===== src/rtl/alu_flag_pkg.sv =====
// Package: shared encodings for the ALU status flag generator.
// Assumes: flag bit positions are fixed and decoded by consumers of the word.
package alu_flag_pkg;
    localparam int FLAG_W = 6;
    localparam int FLG_C  = 0;
    localparam int FLG_P  = 1;
    localparam int FLG_AC = 2;
    localparam int FLG_Z  = 3;
    localparam int FLG_S  = 4;
    localparam int FLG_O  = 5;
    localparam int PAR_W  = 8;
    localparam int NIB_W  = 4;
    localparam int NUM_SZ = 3;

    typedef enum logic [1:0] {
        OP_ADD       = 2'b00,
        OP_SUB       = 2'b01,
        OP_LOGIC     = 2'b10,
        OP_LOGIC_ALT = 2'b11
    } op_sel_e;

    typedef enum logic [1:0] {
        SZ_BYTE     = 2'b00,
        SZ_HALF     = 2'b01,
        SZ_WORD     = 2'b10,
        SZ_WORD_ALT = 2'b11
    } size_e;
endpackage


===== src/rtl/flag_width_view.sv =====
// Module: flag_width_view
// Masks a value down to the chosen operand size and reports its top bit.
// Assumes: DATA_W is divisible by 4; the sizes are DATA_W/4, DATA_W/2, DATA_W.
module flag_width_view #(
    parameter int DATA_W = 32
) (
    input  logic [1:0]        width_sel,
    input  logic [DATA_W-1:0] value_in,
    output logic [DATA_W-1:0] value_msk,
    output logic              top_bit
);
    import alu_flag_pkg::*;

    logic [NUM_SZ-1:0][DATA_W-1:0] masks;
    logic [NUM_SZ-1:0]             tops;
    logic [1:0]                    idx;

    for (genvar g = 0; g < NUM_SZ; g++) begin : g_size
        localparam int W = DATA_W >> (NUM_SZ - 1 - g);
        assign masks[g] = {DATA_W{1'b1}} >> (DATA_W - W);
        assign tops[g]  = value_in[W-1];
    end

    // Fold the two 32-bit encodings onto one size slot.
    always_comb begin
        idx = (width_sel == SZ_WORD_ALT) ? 2'(SZ_WORD) : width_sel;
    end

    // Select the masked value and top bit for the chosen size.
    always_comb begin
        value_msk = value_in & masks[idx];
        top_bit   = tops[idx];
    end
endmodule


===== src/rtl/flag_arith.sv =====
// Module: flag_arith
// Derives carry, auxiliary carry and overflow from the operands, carry-in and
// result sign. Assumes operands are already masked to the chosen size.
module flag_arith #(
    parameter int DATA_W = 32
) (
    input  logic [1:0]        op_sel,
    input  logic [1:0]        width_sel,
    input  logic [DATA_W-1:0] a_msk,
    input  logic [DATA_W-1:0] b_msk,
    input  logic              a_top,
    input  logic              b_top,
    input  logic              r_top,
    input  logic              carry_in,
    output logic              carry,
    output logic              aux,
    output logic              ovf
);
    import alu_flag_pkg::*;

    localparam int BYTE_W = DATA_W / 4;
    localparam int HALF_W = DATA_W / 2;

    logic [DATA_W:0] ext;
    logic [NIB_W:0]  nib;
    logic [DATA_W:0] cin_ext;
    logic [NIB_W:0]  cin_nib;
    logic            ext_carry;

    assign cin_ext = {{DATA_W{1'b0}}, carry_in};
    assign cin_nib = {{NIB_W{1'b0}}, carry_in};

    // Widened add or subtract so the bit above each size holds carry/borrow.
    always_comb begin
        if (op_sel == OP_SUB) begin
            ext = {1'b0, a_msk} - {1'b0, b_msk} - cin_ext;
            nib = {1'b0, a_msk[NIB_W-1:0]} - {1'b0, b_msk[NIB_W-1:0]} - cin_nib;
        end else begin
            ext = {1'b0, a_msk} + {1'b0, b_msk} + cin_ext;
            nib = {1'b0, a_msk[NIB_W-1:0]} + {1'b0, b_msk[NIB_W-1:0]} + cin_nib;
        end
    end

    // Pick the carry bit just above the chosen size.
    always_comb begin
        case (width_sel)
            SZ_BYTE: ext_carry = ext[BYTE_W];
            SZ_HALF: ext_carry = ext[HALF_W];
            default: ext_carry = ext[DATA_W];
        endcase
    end

    // Gate by operation class; logic operations clear all three.
    always_comb begin
        carry = 1'b0;
        aux   = 1'b0;
        ovf   = 1'b0;
        case (op_sel)
            OP_ADD: begin
                carry = ext_carry;
                aux   = nib[NIB_W];
                ovf   = (a_top == b_top) && (r_top != a_top);
            end
            OP_SUB: begin
                carry = ext_carry;
                aux   = nib[NIB_W];
                ovf   = (a_top != b_top) && (r_top != a_top);
            end
            default: ;
        endcase
    end
endmodule


===== src/rtl/flag_result.sv =====
// Module: flag_result
// Derives sign, zero and parity from the masked result.
// Assumes: the result is already masked; parity covers the low byte only.
module flag_result #(
    parameter int DATA_W = 32
) (
    input  logic [DATA_W-1:0] r_msk,
    input  logic              r_top,
    output logic              sign,
    output logic              zero,
    output logic              parity
);
    import alu_flag_pkg::*;

    // Result-only flags.
    always_comb begin
        sign   = r_top;
        zero   = (r_msk == '0);
        parity = ~^r_msk[PAR_W-1:0];
    end
endmodule


===== src/rtl/flag_reg.sv =====
// Module: flag_reg
// Holds the architectural flags word; loads only on write-enable.
// Assumes: synchronous active-low reset that takes priority over the load.
module flag_reg #(
    parameter int W = 6
) (
    input  logic         clk,
    input  logic         rst_n,
    input  logic         we,
    input  logic [W-1:0] d,
    output logic [W-1:0] q
);
    // Reset, load or hold the stored flags.
    always_ff @(posedge clk) begin
        if (!rst_n) begin
            q <= '0;
        end else if (we) begin
            q <= d;
        end
    end
endmodule


===== src/rtl/alu_flag_unit.sv =====
// Module: alu_flag_unit (top)
// Produces six status flags for an ALU operation at 8/16/32-bit size and keeps
// a write-enabled flags register. Assumes the result input is the datapath's
// output for the same operands and operation.
module alu_flag_unit #(
    parameter int DATA_W = 32
) (
    input  logic              clk,
    input  logic              rst_n,
    input  logic [DATA_W-1:0] op_a,
    input  logic [DATA_W-1:0] op_b,
    input  logic              carry_in,
    input  logic [1:0]        op_sel,
    input  logic [1:0]        width_sel,
    input  logic [DATA_W-1:0] result,
    input  logic              flag_we,
    output logic [5:0]        flags_now,
    output logic [5:0]        flags_q
);
    import alu_flag_pkg::*;

    localparam int NUM_VIEW = 3;

    logic [NUM_VIEW-1:0][DATA_W-1:0] raw_v;
    logic [NUM_VIEW-1:0][DATA_W-1:0] msk_v;
    logic [NUM_VIEW-1:0]             top_v;
    logic c_f, ac_f, o_f, s_f, z_f, p_f;

    assign raw_v[0] = op_a;
    assign raw_v[1] = op_b;
    assign raw_v[2] = result;

    for (genvar v = 0; v < NUM_VIEW; v++) begin : g_view
        flag_width_view #(.DATA_W(DATA_W)) u_view (
            .width_sel (width_sel),
            .value_in  (raw_v[v]),
            .value_msk (msk_v[v]),
            .top_bit   (top_v[v])
        );
    end

    flag_arith #(.DATA_W(DATA_W)) u_arith (
        .op_sel    (op_sel),
        .width_sel (width_sel),
        .a_msk     (msk_v[0]),
        .b_msk     (msk_v[1]),
        .a_top     (top_v[0]),
        .b_top     (top_v[1]),
        .r_top     (top_v[2]),
        .carry_in  (carry_in),
        .carry     (c_f),
        .aux       (ac_f),
        .ovf       (o_f)
    );

    flag_result #(.DATA_W(DATA_W)) u_res (
        .r_msk  (msk_v[2]),
        .r_top  (top_v[2]),
        .sign   (s_f),
        .zero   (z_f),
        .parity (p_f)
    );

    // Assemble the flags word in its fixed bit layout.
    always_comb begin
        flags_now         = '0;
        flags_now[FLG_C]  = c_f;
        flags_now[FLG_P]  = p_f;
        flags_now[FLG_AC] = ac_f;
        flags_now[FLG_Z]  = z_f;
        flags_now[FLG_S]  = s_f;
        flags_now[FLG_O]  = o_f;
    end

    flag_reg #(.W(FLAG_W)) u_reg (
        .clk   (clk),
        .rst_n (rst_n),
        .we    (flag_we),
        .d     (flags_now),
        .q     (flags_q)
    );
endmodule


===== config.mk =====
export PLATFORM = sky130hd
export DESIGN_NAME = alu_flag_unit
export DESIGN_NICKNAME = d
export VERILOG_FILES = /design/src/rtl/alu_flag_pkg.sv /design/src/rtl/flag_width_view.sv /design/src/rtl/flag_arith.sv /design/src/rtl/flag_result.sv /design/src/rtl/flag_reg.sv /design/src/rtl/alu_flag_unit.sv
export SDC_FILE = /design/constraint.sdc
export NUM_CORES = 1
export LEC_CHECK = 0
export ABC_AREA = 1
export BUFFER_PORTS_ARGS = -buffer_cell sky130_fd_sc_hd__buf_2
export CORE_MARGIN = 10
export CORE_UTILIZATION = 47
export CTS_CLUSTER_SIZE = 12
export DETAILED_ROUTE_END_ITERATION = 10
export HOLD_SLACK_MARGIN = 0.06
export PLACE_DENSITY = 0.81
export SYNTH_ARGS = -nofsm -noshare
export SYNTH_HDL_FRONTEND = slang
export SYNTH_SLANG_ARGS = --single-unit

===== constraint.sdc =====
create_clock -name clk -period 2.7 [get_ports clk]
set_clock_uncertainty 0.2 [all_clocks]
set_input_delay 0.27 -clock clk [delete_from_list [all_inputs] [get_ports clk]]
set_output_delay 0.27 -clock clk [all_outputs]
set_load 0.005 [all_outputs]

==> results.cfg <==
[cts]
clk_pin_slew_ns = 0.03
numClockSinks = 6
clk_latency_ns = 0.22
cts_buffer_depth = 2
cts-root-buf = clkbuf_8
cts_tree = built
cts-htree-levels = 1
ctsHoldBuffers = 0
cts_buffers = 3

[setup_path]
cp_slowest_stage_delay_ns = 0.27
start_kind = primary input
cp-startpoint = width_sel[0]
path_class = in2out
crit_path_top_delay_cell = ha_4
crit_chain = buf_8, nor2_4, buf_6, buf_12, nor2_2, ha_4, inv_2, ha_4, a21oi_1, o21ai_1, nor2_1, nand2_2, nand2_2, nand2_2, nand2_2, nand3_2, nand2_2, nand2_2, nand3_4, inv_2, buf_6
crit_path_end_kind = primary output
critPathMaxFanout = 7
timing.rr.start = u_reg.q[4]
cpMostUsedCell = nand2_2
timing.rr.end = u_reg.q[4]
crit_required_ns = 2.23
reg2reg_depth = 2
arrival_ns = 2.52
r2r_slack_ns = 1.73
crit_end = flags_now[0]

[grt]
gr-total-overflow = 0
grt_use_total_pct = 17.6
grt_pass1_wl_mm = 15.6
grt_max_degree = 20
grt_pass1_vias = 3853
antenna_found_initial = 0

[min_path]
hold_depth = 3
hp-class = in2reg
worstHoldStart = rst_n

[final_layout]
synthToLayoutAreaGrowth_pct = 47.8
multiInputGateArea_um2 = 2920
regArea_um2 = 120
diodes = 0
reg.largest.list = u_reg.q: 6 flops
fin_nets = 862
final_layout_size_suffix_gt1_share_pct = 42.4
final_common_cell = inv_1
largest_register = u_reg.q
fin_area_um2 = 4790
nFillCells = 512
layout_common_cells = 123 x inv_1, 112 x buf_2, 83 x nand2_1
largest_reg_flops = 6
final_util_pct = 70.8

[logic_synthesis]
synth_area_um2 = 3240
ys_ff_latch = 6
synth.distinct_cells = 41
synth_top_area_share_pct = 36.7
yosysTopAreaCell = ha_1
ys_seq_area_share_pct = 3.71
yosys_warnings = 0
synthFlopType = dfxtp_1
synth.avg_cell_area_um2 = 6.26
syn_nets = 716
synth_edf_count = 0
ys_async_sr_fraction_pct = 0
syn_inst = 517
synth.area.top_cells = ha_1 37%, inv_1 16%, nand2_1 11%, a21oi_1 4.3%, dfxtp_1 3.7%

[placed_design]
placed_cell_area_um2 = 4160
io_buffers = 115
dpl.hpwl_mm = 7.63
place.gp.congestion = 0.929
place_ws_ns = -0.337

[detailed_routing]
vias = 3602
viasPerCell = 4.86
drc = 0
wirelength_mm = 10.3
ant_nets = 0
initialDrtViolationCount = 104
firstDrtPassIters = 4
wl_per_cell_um = 13.9

[floorplan]
die_w_um = 103
die_h_um = 103
fp.dieArea_um2 = 10600
core_area_um2 = 6760
initial_core_util_pct = 47.9
pin_count = 116
fp-row-count = 30

[sta]
worst-slew-pin-transition_ns = 0.409
fin_ws_ns = -0.292
rsz0062_at_grt = true
slew_headroom_pct = 72.6
timing.fmax_mhz = 334
finalSetupViolations = 2
min_period_ns = 2.99
finalHoldViolCount = 0
maxSlewViolCount = 0
period_share_pct = 111

[status]
violations = negative setup slack
status = finished with violations

[power]
ir_drop_mv = 0.118
finalPower_mw = 1.16
p_leak_nw = 2.87
power.density_nw_per_um2 = 242

[run]
drv_cap = 0
==> how the worst min path moves through the flow <==
stage                 end  slack, ns
2_1_floorplan  u_reg.q[2]       0.21
3_3_place_gp   u_reg.q[5]       0.29
3_5_place_dp   u_reg.q[5]       0.29
4_1_cts        u_reg.q[3]       0.13
5_1_grt        u_reg.q[0]       0.17
6_report       u_reg.q[3]       0.14
==> Yosys cell counts (2+ instances only) <==
| master | number |
|---|---|
| inv_1 | 141 |
| nand2_1 | 99 |
| ha_1 | 95 |
| nor2_1 | 32 |
| a21oi_1 | 28 |
| clkbuf_1 | 17 |
| o21ai_0 | 13 |
| nand2_2 | 12 |
| nand3_1 | 9 |
| buf_4 | 6 |
| dfxtp_1 | 6 |
| nor3_1 | 6 |
| nor4_1 | 6 |
| nor2_4 | 4 |
| xnor2_1 | 4 |
| a21oi_2 | 3 |
| a31oi_1 | 3 |
| inv_2 | 3 |
| nand3_2 | 3 |
| a21o_1 | 2 |
| buf_6 | 2 |
| nand4_1 | 2 |
| nor2_2 | 2 |
| o21a_1 | 2 |
==> cell families (layout without fill, tap and decap cells) <==
family	after synthesis	count (layout)	synth area share [%]
AO/OA/AOI/OAI	59	59	10.7
adder cells (fa/ha/maj)	95	95	36.7
XOR/XNOR	6	6	1.85
AND/OR/NAND/NOR	180	180	25.7
flip-flops	6	6	3.71
buffers and inverters	171	315	21.3
==> repair_timing <==
item / CTS / global route
buffers inserted: 4 / 3
resized for setup: 48 / 51
cloned: 1 / 0
pin swaps: 30 / 23
endpoints found under the setup margin: 1 / 2
==> worst max-delay path: cells and delay by family <==
kind | cells | cell delay (ns)
simple gates | 11 | 0.89
buf+inv | 6 | 0.57
fa+ha+maj | 2 | 0.49
compound gates | 2 | 0.28
==> per-stage QoR <==
step	std cells	setup TNS [ns]	hold WS, ns
floorplan	517	-0.0317	0.208
global placement	732	-0.291	0.292
detailed placement	732	-0.535	0.294
CTS	740	-0.194	0.135
global route	741	-0.677	0.167
finish	741	-0.432	0.145
==> cell type report <==
class                      count  share of cell area [%]
timing repair buffer         167                    22.0
clock buffer                   3                   0.863
inverter                     145                    11.5
tap                           80                    2.09
multi-input combinational    340                    61.0
sequential                     6                    2.51
==> power breakdown <==
part / switching [mW] / leakage (nW) / internal [mW]
Sequential: 0.00342 / 0.0497 / 0.0965
Combinational: 0.482 / 2.80 / 0.445
Clock: 0.0368 / 0.0216 / 0.0956
==> metal layers <==
| metal | GRT usage [%] | vias to the layer above | share of wire [%] |
|---|---|---|---|
| met5 | 0 | - | 0 |
| met4 | 6.95 | 0 | 4.0 |
| met3 | 1.61 | 37 | 3.9 |
| met2 | 35.3 | 112 | 56 |
| met1 | 18.0 | 1600 | 36 |
| li1 | - | 1853 | - |
Note: power is estimated with default switching activity, not from simulation.
